--- config.mk ---
export PLATFORM = sky130hd
export DESIGN_NAME = i2cm_cmd_queue
export DESIGN_NICKNAME = d
export VERILOG_FILES = /design/src/rtl/i2cm_pkg.sv /design/src/rtl/i2cm_fifo.sv /design/src/rtl/i2cm_ena_lag.sv /design/src/rtl/i2cm_level_flags.sv /design/src/rtl/i2cm_cmd_queue.sv
export SDC_FILE = /design/constraint.sdc
export NUM_CORES = 1
export LEC_CHECK = 0
export BUFFER_PORTS_ARGS = -buffer_cell sky130_fd_sc_hd__buf_2
export CAP_MARGIN = 15
export CORE_ASPECT_RATIO = 1.5
export CORE_MARGIN = 2
export CORE_UTILIZATION = 25
export DETAILED_ROUTE_END_ITERATION = 8
export GPL_TIMING_DRIVEN = 1
export PLACE_DENSITY_LB_ADDON = 0.2
export SYNTH_ARGS = -nofsm -noshare
export SYNTH_HDL_FRONTEND = slang
export SYNTH_HIERARCHICAL = 1
export SYNTH_SLANG_ARGS = --single-unit
--- constraint.sdc ---
create_clock -name clk -period 4.1 [get_ports clk]
set_input_delay 0 -clock clk [delete_from_list [all_inputs] [get_ports clk]]
set_output_delay 0 -clock clk [all_outputs]
set_load 0.01 [all_outputs]
--- src/rtl/i2cm_pkg.sv ---
package i2cm_pkg;
  localparam int WR_W  = 11;
  localparam int RD_W  = 16;
  localparam int ADR_W = 3;

  localparam logic [ADR_W-1:0] A_DATA  = 3'd0;
  localparam logic [ADR_W-1:0] A_TXLVL = 3'd1;
  localparam logic [ADR_W-1:0] A_RXLVL = 3'd2;
  localparam logic [ADR_W-1:0] A_TXTH  = 3'd3;
  localparam logic [ADR_W-1:0] A_RXTH  = 3'd4;
  localparam logic [ADR_W-1:0] A_ENA   = 3'd5;
  localparam logic [ADR_W-1:0] A_ENAST = 3'd6;
  localparam logic [ADR_W-1:0] A_STAT  = 3'd7;

  localparam int ST_ACT   = 0;
  localparam int ST_TXEMP = 2;
  localparam int ST_MACT  = 5;
  localparam int ST_TXOVR = 8;
  localparam int ST_RXUND = 9;

  typedef struct packed {
    logic       restart;
    logic       stop;
    logic       rd;
    logic [7:0] data;
  } cmd_t;
endpackage

--- src/rtl/i2cm_fifo.sv ---
module i2cm_fifo #(
  parameter int WIDTH = 8,
  parameter int DEPTH = 8,
  localparam int PTR_W = (DEPTH > 1) ? $clog2(DEPTH) : 1,
  localparam int CNT_W = $clog2(DEPTH + 1)
) (
  input  logic             clk,
  input  logic             rst_n,
  input  logic             flush,
  input  logic             push,
  input  logic [WIDTH-1:0] push_data,
  input  logic             pop,
  output logic [WIDTH-1:0] head,
  output logic [CNT_W-1:0] level,
  output logic             full,
  output logic             empty
);
  localparam logic [PTR_W-1:0] LAST  = PTR_W'(DEPTH - 1);
  localparam logic [CNT_W-1:0] DEP_C = CNT_W'(DEPTH);

  logic [WIDTH-1:0] mem [DEPTH];
  logic [PTR_W-1:0] wp, rp;
  logic             do_push, do_pop;

  assign full    = (level == DEP_C);
  assign empty   = (level == '0);
  assign do_push = push && !full && !flush;
  assign do_pop  = pop && !empty && !flush;
  assign head    = mem[rp];

  always_ff @(posedge clk) begin
    if (do_push) mem[wp] <= push_data;
  end

  always_ff @(posedge clk or negedge rst_n) begin
    if (!rst_n) begin
      wp    <= '0;
      rp    <= '0;
      level <= '0;
    end else if (flush) begin
      wp    <= '0;
      rp    <= '0;
      level <= '0;
    end else begin
      if (do_push) wp <= (wp == LAST) ? '0 : wp + 1'b1;
      if (do_pop)  rp <= (rp == LAST) ? '0 : rp + 1'b1;
      case ({do_push, do_pop})
        2'b10:   level <= level + 1'b1;
        2'b01:   level <= level - 1'b1;
        default: level <= level;
      endcase
    end
  end

  AST_NO_OVERFLOW: assert property (@(posedge clk) disable iff (!rst_n)
    level <= DEP_C);
  AST_FLUSH_EMPTY: assert property (@(posedge clk) disable iff (!rst_n)
    flush |=> (level == '0));
endmodule

--- src/rtl/i2cm_ena_lag.sv ---
module i2cm_ena_lag #(
  parameter int ENA_LAG = 2
) (
  input  logic clk,
  input  logic rst_n,
  input  logic ena_req,
  output logic ena_live
);
  logic [ENA_LAG-1:0] chain;

  generate
    if (ENA_LAG == 1) begin : g_one
      always_ff @(posedge clk or negedge rst_n) begin
        if (!rst_n) chain <= '0;
        else        chain <= ena_req;
      end
    end else begin : g_many
      always_ff @(posedge clk or negedge rst_n) begin
        if (!rst_n) chain <= '0;
        else        chain <= {chain[ENA_LAG-2:0], ena_req};
      end
    end
  endgenerate

  assign ena_live = chain[ENA_LAG-1];

  AST_ENA_FROM_RESET: assert property (@(posedge clk) disable iff (!rst_n)
    $rose(ena_live) |-> $past(chain[0] || ena_req));
endmodule

--- src/rtl/i2cm_level_flags.sv ---
module i2cm_level_flags #(
  parameter int CNT_W = 4,
  parameter int ST_W  = 16
) (
  input  logic [CNT_W-1:0] tx_lvl,
  input  logic [CNT_W-1:0] rx_lvl,
  input  logic [CNT_W-1:0] tx_th,
  input  logic [CNT_W-1:0] rx_th,
  input  logic             bus_active,
  input  logic             master_active,
  input  logic             tx_over,
  input  logic             rx_under,
  output logic             irq_tx_empty,
  output logic             irq_rx_full,
  output logic [ST_W-1:0]  status
);
  import i2cm_pkg::*;

  assign irq_tx_empty = (tx_lvl <= tx_th);
  assign irq_rx_full  = (rx_lvl > rx_th);

  always_comb begin
    status           = '0;
    status[ST_ACT]   = bus_active || (tx_lvl != '0);
    status[ST_TXEMP] = (tx_lvl == '0);
    status[ST_MACT]  = master_active;
    status[ST_TXOVR] = tx_over;
    status[ST_RXUND] = rx_under;
  end
endmodule

--- src/rtl/i2cm_cmd_queue.sv ---
module i2cm_cmd_queue #(
  parameter int DEPTH   = 8,
  parameter int ENA_LAG = 2
) (
  input  logic        clk,
  input  logic        rst_n,
  input  logic        host_wr,
  input  logic        host_rd,
  input  logic [2:0]  host_addr,
  input  logic [10:0] host_wdata,
  output logic [15:0] host_rdata,
  output logic        cmd_valid,
  input  logic        cmd_ready,
  output logic [7:0]  cmd_byte,
  output logic        cmd_is_read,
  output logic        cmd_stop,
  output logic        cmd_restart,
  input  logic        rxb_valid,
  output logic        rxb_ready,
  input  logic [7:0]  rxb_data,
  input  logic        eng_abort,
  input  logic        eng_bus_active,
  input  logic        eng_master_active,
  output logic        irq_tx_empty,
  output logic        irq_rx_full
);
  import i2cm_pkg::*;

  localparam int CNT_W = $clog2(DEPTH + 1);
  localparam logic [CNT_W-1:0] DEP_C = CNT_W'(DEPTH);

  logic [CNT_W-1:0] tx_lvl, rx_lvl, tx_th, rx_th;
  logic             tx_full, tx_empty, rx_full, rx_empty;
  logic             ena_reg, ena_live, tx_over, rx_under;
  logic             host_push, host_pop, stat_rd, tx_pop, rx_push;
  cmd_t             head_cmd;
  logic [7:0]       rx_head;
  logic [RD_W-1:0]  status;

  assign host_push = host_wr && (host_addr == A_DATA);
  assign host_pop  = host_rd && (host_addr == A_DATA);
  assign stat_rd   = host_rd && (host_addr == A_STAT);
  assign tx_pop    = cmd_valid && cmd_ready;
  assign rx_push   = rxb_valid && rxb_ready;

  i2cm_fifo #(.WIDTH(WR_W), .DEPTH(DEPTH)) u_txq (
    .clk, .rst_n, .flush(eng_abort), .push(host_push), .push_data(host_wdata),
    .pop(tx_pop), .head(head_cmd), .level(tx_lvl), .full(tx_full), .empty(tx_empty)
  );

  i2cm_fifo #(.WIDTH(8), .DEPTH(DEPTH)) u_rxq (
    .clk, .rst_n, .flush(eng_abort), .push(rx_push), .push_data(rxb_data),
    .pop(host_pop), .head(rx_head), .level(rx_lvl), .full(rx_full), .empty(rx_empty)
  );

  i2cm_ena_lag #(.ENA_LAG(ENA_LAG)) u_ena (
    .clk, .rst_n, .ena_req(ena_reg), .ena_live
  );

  i2cm_level_flags #(.CNT_W(CNT_W), .ST_W(RD_W)) u_flags (
    .tx_lvl, .rx_lvl, .tx_th, .rx_th,
    .bus_active(eng_bus_active), .master_active(eng_master_active),
    .tx_over, .rx_under, .irq_tx_empty, .irq_rx_full, .status
  );

  assign cmd_valid   = ena_live && !tx_empty;
  assign cmd_byte    = head_cmd.data;
  assign cmd_is_read = head_cmd.rd;
  assign cmd_stop    = head_cmd.stop;
  assign cmd_restart = head_cmd.restart;
  assign rxb_ready   = !rx_full;

  always_ff @(posedge clk or negedge rst_n) begin
    if (!rst_n) begin
      tx_th    <= '0;
      rx_th    <= '0;
      ena_reg  <= 1'b0;
      tx_over  <= 1'b0;
      rx_under <= 1'b0;
    end else begin
      if (host_wr && host_addr == A_TXTH) tx_th   <= host_wdata[CNT_W-1:0];
      if (host_wr && host_addr == A_RXTH) rx_th   <= host_wdata[CNT_W-1:0];
      if (host_wr && host_addr == A_ENA)  ena_reg <= host_wdata[0];
      if (host_push && tx_full)      tx_over  <= 1'b1;
      else if (stat_rd)              tx_over  <= 1'b0;
      if (host_pop && rx_empty)      rx_under <= 1'b1;
      else if (stat_rd)              rx_under <= 1'b0;
    end
  end

  always_comb begin
    host_rdata = '0;
    case (host_addr)
      A_DATA:  host_rdata[7:0]       = rx_empty ? 8'h00 : rx_head;
      A_TXLVL: host_rdata[CNT_W-1:0] = tx_lvl;
      A_RXLVL: host_rdata[CNT_W-1:0] = rx_lvl;
      A_TXTH:  host_rdata[CNT_W-1:0] = tx_th;
      A_RXTH:  host_rdata[CNT_W-1:0] = rx_th;
      A_ENA:   host_rdata[0]         = ena_reg;
      A_ENAST: host_rdata[0]         = ena_live;
      default: host_rdata            = status;
    endcase
  end

  AST_CMD_GATED: assert property (@(posedge clk) disable iff (!rst_n)
    cmd_valid |-> ena_live);
  AST_RX_BACKPRESSURE: assert property (@(posedge clk) disable iff (!rst_n)
    (rx_lvl == DEP_C) |-> !rxb_ready);
  AST_ABORT_CLEARS: assert property (@(posedge clk) disable iff (!rst_n)
    eng_abort |=> (tx_lvl == '0 && rx_lvl == '0));
  AST_FULL_DROP: assert property (@(posedge clk) disable iff (!rst_n)
    (tx_full && host_push && !tx_pop && !eng_abort) |=> (tx_lvl == DEP_C));
endmodule

==> results of run 1 <==
## power breakdown
part	internal (W)	switching [W]	leakage [nW]
Sequential	0.00207	0.0000380	1.80
Clock	0.00103	0.000726	0.291
Combinational	0.000119	0.000140	1.51
## cell usage in the layout, fill, tap and decap left out, drive strengths merged, types with 3 or more instances in the layout
master and n:
xnor2 3, a211oi 4, clkbuf 20, nor2 27, mux2 31, buf 74
nand2 16, a21oi 17, bufinv 4, clkinvlp 4, conb 11, nor2b 7
a22o 6, nand3 6, and2 13, dfrtp 33, inv 19, nand2b 8
o311a 3, nor3 7, a31oi 7, nor4 5, nand4 3, nand4b 4
ha 20, and3 5, mux4 38, mux2i 9, dlygate4sd3 22, edfxtp 152
nor3b 8
## layout make-up
| class | count | area share |
|---|---|---|
| tap | 420 | 0.0524 |
| inverter | 15 | 0.00561 |
| timing repair buffer | 96 | 0.0644 |
| sequential | 185 | 0.537 |
| multi-input combinational | 286 | 0.278 |
| clock inverter | 12 | 0.0190 |
| clock buffer | 20 | 0.0435 |
| antenna | 1 | 0.000249 |
## worst paths after layout
kind                       cells past startpoint      startpoint              to  slack (ps)
max                                           10  u_rxq/level[0]  u_rxq/level[3]         770
min                                            2       eng_abort  u_txq/level[1]          70
max reg2reg                                   10  u_rxq/level[0]  u_rxq/level[3]         770
min reg2reg                                    0  u_ena/chain[0]  u_ena/chain[1]         350
max in group asynchronous                      2           rst_n  u_txq/level[0]        3350
min in group asynchronous                      2           rst_n     u_rxq/wp[2]         200
## kinds of logic (layout without fill, tap and decap cells)
logic type / after synthesis / count (layout)
AOI/OAI and AO/OA: 52 / 52
xor gates and xnor gates: 5 / 5
adders and majority gates: 22 / 22
buffers and inverters: 56 / 143
DFF: 185 / 185
muxes: 78 / 78
other: 1 / 12
and+or+nand+nor: 118 / 118
## per-layer routing
layer,global-route usage,part of all wire
met2,0.209,0.55
met1,0.124,0.41
met5,0,0.00038
met4,0.0292,0.0090
met3,0.0214,0.032
## critical path, cell delays in order (launching register included)
cell	delay [ps]
dfrtp_1	530
or4b_1	700
inv_1	160
nor2b_1	140
a21oi_1	230
nor2b_1	290
ha_1	290
a21o_1	210
a2111oi_0	420
mux2i_1	130
or3b_1	170
## per-stage QoR
| step | std cells | area (µm²) |
|---|---|---|
| CTS | 1033 | 10000 |
| detailed placement | 979 | 9170 |
| floorplan | 527 | 8470 |
| global route | 1034 | 10000 |
| finish | 1035 | 10000 |
| global placement | 979 | 9170 |
==> impl_metrics.env, run 1 <==
export IMPL_ys_async_sr_fraction=0.178
export IMPL_crit_path_max_fanout=10
export IMPL_clock_root_buffer="clkbuf_16"
export IMPL_synthMostInstantiatedCell="edfxtp_1"
export IMPL_synth_mux_area_frac=0.154
export IMPL_largestRegisters="u_txq/mem x88, u_rxq/mem x64"
export IMPL_cts_buffers_inserted=17
export IMPL_nFillCells=3250
export IMPL_hold_path_class="in2reg"
export IMPL_yosys_top_cells_count="152 x edfxtp_1, 38 x mux4_2, 33 x dfrtp_1"
export IMPL_routed_wl_mm=18.6
export IMPL_power_density_mw_per_mm2=412
export IMPL_yosysTopAreaCell="edfxtp_1"
export IMPL_period_needed_ps=3330
export IMPL_power_w=0.00413
export IMPL_cts_resized=0
export IMPL_dp_hpwl_mm=12.7
export IMPL_fmax_mhz=300
export IMPL_vias=4616
export IMPL_firstDrtPassIters=4
export IMPL_ys_seq_area_frac=0.639
export IMPL_routedWlPerCell_um=17.9
export IMPL_finalHoldViolations=0
export IMPL_drv_cap=0
export IMPL_ys_types=56
export IMPL_finClkSkew_ps=12.1
export IMPL_start_util=0.253
export IMPL_grt_ovfl_total=0
export IMPL_cts_tree="done"
export IMPL_track_usage=0.110
export IMPL_grt_pass1_vias=5113
export IMPL_synth_edf_count=152
export IMPL_first_iter_violations=280
export IMPL_crit_type="reg2reg"
export IMPL_clock_sinks=185
export IMPL_slew_headroom=0.410
export IMPL_synthAdderAreaFrac=0.0344
export IMPL_setup_viol=0
export IMPL_drive_gt1_frac=0.298
export IMPL_fin_tns_setup_ps=0
export IMPL_synth_compound_area_share=0.0503
export IMPL_synth_top_family_by_area="multiplexers"
export IMPL_clk_latency_ps=420
export IMPL_status="finished, final reports clean"
export IMPL_clockBufferDepth=2
export IMPL_synthTopCellsByArea="edfxtp_1 54%, mux4_2 10%, dfrtp_1 9.8%, mux2_2 3.9%, ha_1 3.0%"
export IMPL_drtAntennaViolNets=0
export IMPL_layout_nets=654
export IMPL_yosysWarnings=6
export IMPL_drc=0
export IMPL_portBuffers=55
export IMPL_gp_congestion=0.735
export IMPL_synth_top_area_frac=0.541
export IMPL_largest_register="u_txq/mem"
export IMPL_rsz0062_at_grt="false"
export IMPL_synth_top_flop_cell="edfxtp_1"
export IMPL_die_area_mm2=0.0352
export IMPL_hold_worst_slack_ps=69.3
export IMPL_largest_reg_flops=88
export IMPL_startpoint_type="register"
export IMPL_ir_worst_vdd_v=0.000272
export IMPL_die_x_um=154
export IMPL_slew_viol_final=0
export IMPL_avgSynthCellArea_um2=16.3
export IMPL_htree_levels=4
export IMPL_synthesis_area_mm2=0.00843
export IMPL_leakage_nw=3.61
export IMPL_ios=62
export IMPL_die_h_um=229
export IMPL_fin_ws_ps=771
export IMPL_placementRows=82
export IMPL_arrival_ps=3700
export IMPL_period_share=0.812
export IMPL_dpl_worst_slack_ps=827
export IMPL_synthXorXnorAreaFrac=0.00519
export IMPL_core_mm2=0.0333
export IMPL_grt_max_degree=34
export IMPL_via_per_inst=4.46
export IMPL_syn_to_final_growth_pct=19.0
export IMPL_synthCells=517
export IMPL_synth_simple_area_share=0.0797
export IMPL_seq_area_mm2=0.00539
export IMPL_setup_worst_path_end_class="register"
export IMPL_worst_pin_slew_ps=881
export IMPL_cts_setup_buffers=0
export IMPL_multiInputGateArea_mm2=0.00278
export IMPL_antenna_found_initial=2
export IMPL_cp_required_ps=4470
export IMPL_ctsHoldBuffers=22
export IMPL_grt_pass1_wl_mm=29.2
export IMPL_final_util=0.301
export IMPL_ys_ff_latch=185
export IMPL_cts_clk_slew_worst_paths_ps=80
Power figures use the tool's default switching activity.
==> run 2, diff against run 1 <==
clock period = 2.9 ns   (was 4.1 ns; I/O delays follow)
==> impl_metrics.env, run 2 (same netlist as run 1, synthesis figures left out) <==
export IMPL_status="finished, final reports clean"
export IMPL_drtAntennaViolNets=0
export IMPL_drc=0
export IMPL_fin_ws_ps=172
export IMPL_fin_area_mm2=0.0101
export IMPL_antenna_found_initial=2
export IMPL_power_density_mw_per_mm2=553
export IMPL_period_share=0.941
export IMPL_arrival_ps=3040
export IMPL_gp_congestion=0.718
export IMPL_finalHoldViolations=0
export IMPL_crit_path_max_fanout=6
export IMPL_die_x_um=154
export IMPL_via_per_inst=4.51
export IMPL_start_util=0.253
export IMPL_clock_sinks=185
export IMPL_dpl_worst_slack_ps=173
export IMPL_dp_hpwl_mm=13.4
export IMPL_clockBufferDepth=2
export IMPL_htree_levels=4
export IMPL_critPathLaunch="u_rxq/level[0]"
export IMPL_placementRows=82
export IMPL_clk_latency_ps=420
export IMPL_drv_cap=0
export IMPL_p_sw_w=0.00133
export IMPL_layout_nets=669
export IMPL_final_cell_mix="152 x edfxtp_1, 55 x buf_2, 38 x mux4_2"
export IMPL_cts_tree="done"
export IMPL_p_int_w=0.00425
export IMPL_fmax_mhz=367
export IMPL_hold_path_class="in2reg"
export IMPL_routed_wl_mm=19.3
export IMPL_vias=4737
export IMPL_setup_worst_path_end_class="register"
export IMPL_cts_clk_slew_worst_paths_ps=80
export IMPL_nFillCells=3278
export IMPL_r2r_start="u_rxq/level[0]"
export IMPL_min_from="host_addr[2]"
export IMPL_largestRegisters="u_txq/mem x88, u_rxq/mem x64"
export IMPL_firstDrtPassIters=5
export IMPL_hold_worst_slack_ps=72.3
export IMPL_worst_pin_slew_ps=931
export IMPL_p_clk_frac=0.396
export IMPL_finClkSkew_ps=14.7
export IMPL_switching_share=0.239
export IMPL_clock_root_buffer="clkbuf_16"
export IMPL_slew_headroom=0.374
export IMPL_combPwrFrac=0.071
export IMPL_setup_viol=0
export IMPL_drive_gt1_frac=0.323
export IMPL_power_w=0.00558
export IMPL_largest_register="u_txq/mem"
export IMPL_portBuffers=55
export IMPL_leakage_nw=3.65
export IMPL_final_common_cell="edfxtp_1"
export IMPL_ios=62
export IMPL_routedWlPerCell_um=18.4
export IMPL_slew_viol_final=0
export IMPL_grt_ovfl_total=0
export IMPL_die_h_um=229
export IMPL_largest_reg_flops=88
export IMPL_cp_required_ps=3210
export IMPL_syn_to_final_growth_pct=19.7
export IMPL_placed_area_mm2=0.00929
export IMPL_rsz0062_at_grt="false"
export IMPL_grt_pass1_wl_mm=30.3
export IMPL_crit_type="reg2reg"
export IMPL_die_area_mm2=0.0352
export IMPL_ir_worst_vdd_v=0.000359
export IMPL_grt_pass1_vias=5163
export IMPL_track_usage=0.113
export IMPL_p_seq_frac=0.534
export IMPL_startpoint_type="register"
export IMPL_fin_tns_setup_ps=0
export IMPL_grt_max_degree=34
export IMPL_cts_buffers_inserted=17
export IMPL_core_mm2=0.0333
export IMPL_first_iter_violations=236
export IMPL_ff2ff_setup_slack_ps=170
export IMPL_period_needed_ps=2730
## run 2: power groups by stage
| stage | logic, W | registers (W) | clock network, W |
|---|---|---|---|
| final | 0.000394 | 0.00298 | 0.00221 |
| after global routing | 0.000440 | 0.00298 | 0.00239 |
| after CTS | 0.000401 | 0.00298 | 0.00228 |
| after detailed placement | 0.000375 | 0.00303 | 0 |
| after global placement | 0.000360 | 0.00303 | 0 |
| after floorplan | 0.000227 | 0.00302 | 0 |
## run 2: per-stage QoR
step / utilization / cells
floorplan: - / 527
global placement: 0.279 / 994
detailed placement: 0.279 / 994
CTS: 0.302 / 1049
global route: 0.303 / 1050
finish: 0.303 / 1050
## run 2: area by class of cell
type	instances	area, µm²	area share
timing repair buffer	111	753	0.0746
clock buffer	18	429	0.0425
tap	420	526	0.0521
sequential	185	5390	0.534
antenna	1	2.50	0.000248
inverter	15	56.3	0.00558
clock inverter	14	131	0.0130
multi-input combinational	286	2800	0.278
## run 2: path summary, 6_finish.rpt
path                            depth (start not counted)        endpoint
worst max-delay path                                    9  u_rxq/level[3]
worst min-delay path                                    3         ena_reg
worst max register to register                          9  u_rxq/level[3]
worst min register to register                          0  u_ena/chain[1]
max in group asynchronous                               2  u_rxq/level[0]
min in group asynchronous                               2         tx_over
## run 2: critical path, stage by stage, from the launching register on
cell and delay (ps):
dfrtp_2 410, or4b_1 560, buf_4 190, a21oi_2 170, nor2b_4 200, ha_1 240
a21o_1 220, a21oi_1 200, nor3b_1 80, or3b_1 360
## run 2: repair_timing
item / 4_1_cts / 5_1_grt
gates resized for setup: 0 / 2
setup endpoints to repair: 0 / 1
hold buffers: 23 / 0
setup buffers: 0 / 0
endpoints found under the hold margin: 196 / 0
## run 2: per-layer routing
metal | GRT usage | share of wire | up-vias
li1 | - | - | 2199
met1 | 0.134 | 0.42 | 2440
met2 | 0.207 | 0.54 | 79
met3 | 0.0243 | 0.030 | 17
met4 | 0.0307 | 0.010 | 2
met5 | 0 | 0.00036 | -
==> run 3, diff against run 2 <==
CELL_PAD_IN_SITES_DETAIL_PLACEMENT = 1   (was default)
CELL_PAD_IN_SITES_GLOBAL_PLACEMENT = 2   (was default)
CTS_BUF_LIST = sky130_fd_sc_hd__clkbuf_4 sky130_fd_sc_hd__clkbuf_8   (was default)
==> impl_metrics.env, run 3 (same netlist as run 1, synthesis figures left out) <==
export IMPL_clk_latency_ps=460
export IMPL_die_area_mm2=0.0352
export IMPL_cts_tree="done"
export IMPL_cp_required_ps=3300
export IMPL_routedWlPerCell_um=19.6
export IMPL_first_iter_violations=167
export IMPL_ios=62
export IMPL_arrival_ps=3150
export IMPL_ir_worst_vdd_v=0.000253
export IMPL_gp_congestion=0.734
export IMPL_cts_clk_slew_worst_paths_ps=90
export IMPL_setup_worst_path_end_class="register"
export IMPL_startpoint_type="register"
export IMPL_antennaDiodeCount=0
export IMPL_reg2reg_to="u_rxq/level[3]"
export IMPL_cts_setup_buffers=0
export IMPL_largestRegisters="u_txq/mem x88, u_rxq/mem x64"
export IMPL_final_cell_mix="152 x edfxtp_1, 55 x buf_2, 38 x buf_4, 38 x mux4_2, 32 x dfrtp_1"
export IMPL_slew_viol_final=0
export IMPL_whs_path_depth=3
export IMPL_placed_area_mm2=0.00932
export IMPL_htree_levels=4
export IMPL_via_per_inst=4.53
export IMPL_status="finished, final reports clean"
export IMPL_clock_sinks=185
export IMPL_dpl_worst_slack_ps=168
export IMPL_largest_register="u_txq/mem"
export IMPL_cts_buffers_inserted=17
export IMPL_finClkSkew_ps=8.21
export IMPL_setup_viol=0
export IMPL_seq_area_mm2=0.00539
export IMPL_start_util=0.253
export IMPL_hold_worst_slack_ps=35.4
export IMPL_nFillCells=3500
export IMPL_drive_gt1_frac=0.322
export IMPL_drtAntennaViolNets=0
export IMPL_fin_ws_ps=149
export IMPL_clockBufferDepth=2
export IMPL_crit_path_max_fanout=6
export IMPL_drv_cap=0
export IMPL_grt_pass1_vias=5408
export IMPL_core_mm2=0.0333
export IMPL_largest_reg_flops=88
export IMPL_track_usage=0.123
export IMPL_vias=4774
export IMPL_ff2ff_setup_slack_ps=150
export IMPL_routed_wl_mm=20.6
export IMPL_hold_end="ena_reg"
export IMPL_fin_area_mm2=0.00990
export IMPL_hold_path_class="in2reg"
export IMPL_final_common_cell="edfxtp_1"
export IMPL_leakage_nw=3.58
export IMPL_die_h_um=229
export IMPL_fin_tns_setup_ps=0
export IMPL_r2r_start="u_rxq/level[0]"
export IMPL_min_from="host_addr[2]"
export IMPL_placementRows=82
export IMPL_layout_nets=674
export IMPL_multiInputGateArea_mm2=0.00279
export IMPL_slew_headroom=0.444
export IMPL_worst_pin_slew_ps=833
export IMPL_syn_to_final_growth_pct=17.5
export IMPL_die_x_um=154
export IMPL_fmax_mhz=364
export IMPL_grt_max_degree=34
export IMPL_crit_type="reg2reg"
export IMPL_antenna_found_initial=2
export IMPL_grt_pass1_wl_mm=32.1
export IMPL_power_density_mw_per_mm2=502
export IMPL_clock_root_buffer="clkbuf_8"
export IMPL_period_needed_ps=2750
export IMPL_grt_ovfl_total=0
export IMPL_portBuffers=55
export IMPL_r2r_cells=9
export IMPL_firstDrtPassIters=5
export IMPL_period_share=0.949
export IMPL_finalHoldViolations=0
export IMPL_drc=0
export IMPL_dp_hpwl_mm=14.5
-- run 3: area by class of cell --
cell class                      instances  share of cell area
Multi-Input combinational cell        286               0.282
Inverter                               15             0.00569
Timing Repair Buffer                  116              0.0798
Clock buffer                           17              0.0236
Clock inverter                         15              0.0117
Sequential cell                       185               0.544
Tap cell                              420              0.0531
-- run 3: per-layer routing --
| layer | vias up | wire, µm | share of wire | track usage |
|---|---|---|---|---|
| met1 | 2486 | 7870 | 0.38 | 0.127 |
| met4 | 2 | 225 | 0.011 | 0.0333 |
| met2 | 74 | 11900 | 0.57 | 0.243 |
| met3 | 17 | 676 | 0.033 | 0.0288 |
| li1 | 2195 | - | - | - |
| met5 | - | 13 | 0.00063 | 0 |
-- run 3: what timing repair did --
action	CTS	global route
endpoints found under the setup margin	0	1
hold buffers	23	0
gates resized for setup	0	1
endpoints found under the hold margin	197	0
-- run 3: report_power, final --
| part | switching (W) | leakage [nW] | internal [W] |
|---|---|---|---|
| Combinational | 0.000219 | 1.60 | 0.000179 |
| Sequential | 0.0000467 | 1.80 | 0.00293 |
| Clock | 0.000989 | 0.171 | 0.000609 |
-- run 3: worst max-delay path by stage --
stage	start	depth (start not counted)	end	slack, ps
floorplan	u_rxq/level[2]	12	u_rxq/level[3]	30
global placement	u_rxq/level[0]	9	u_rxq/level[3]	220
detailed placement	u_rxq/level[0]	9	u_rxq/level[3]	170
CTS	u_rxq/rp[0]	6	host_rdata[1]	100
global route	u_rxq/level[0]	10	u_rxq/level[3]	-5
finish	u_rxq/level[0]	9	u_rxq/level[3]	150
-- run 3: stage by stage --
| step | power [W] | utilization | instances |
|---|---|---|---|
| 6_report | 0.00497 | 0.297 | 1054 |
| 3_5_place_dp | 0.00343 | 0.279 | 999 |
| 4_1_cts | 0.00507 | 0.297 | 1054 |
| 2_1_floorplan | 0.00325 | - | 527 |
| 3_3_place_gp | 0.00341 | 0.279 | 999 |
| 5_1_grt | 0.00520 | 0.297 | 1054 |
-- run 3: worst max-delay path, cell delays in order (launching register included) --
cell and delay [ps]:
dfrtp_2 410, or4b_1 550, buf_4 190, a21oi_2 190
nor2b_4 200, ha_1 240, a21o_1 220, a2111oi_0 400
mux2i_1 130, or3b_1 180
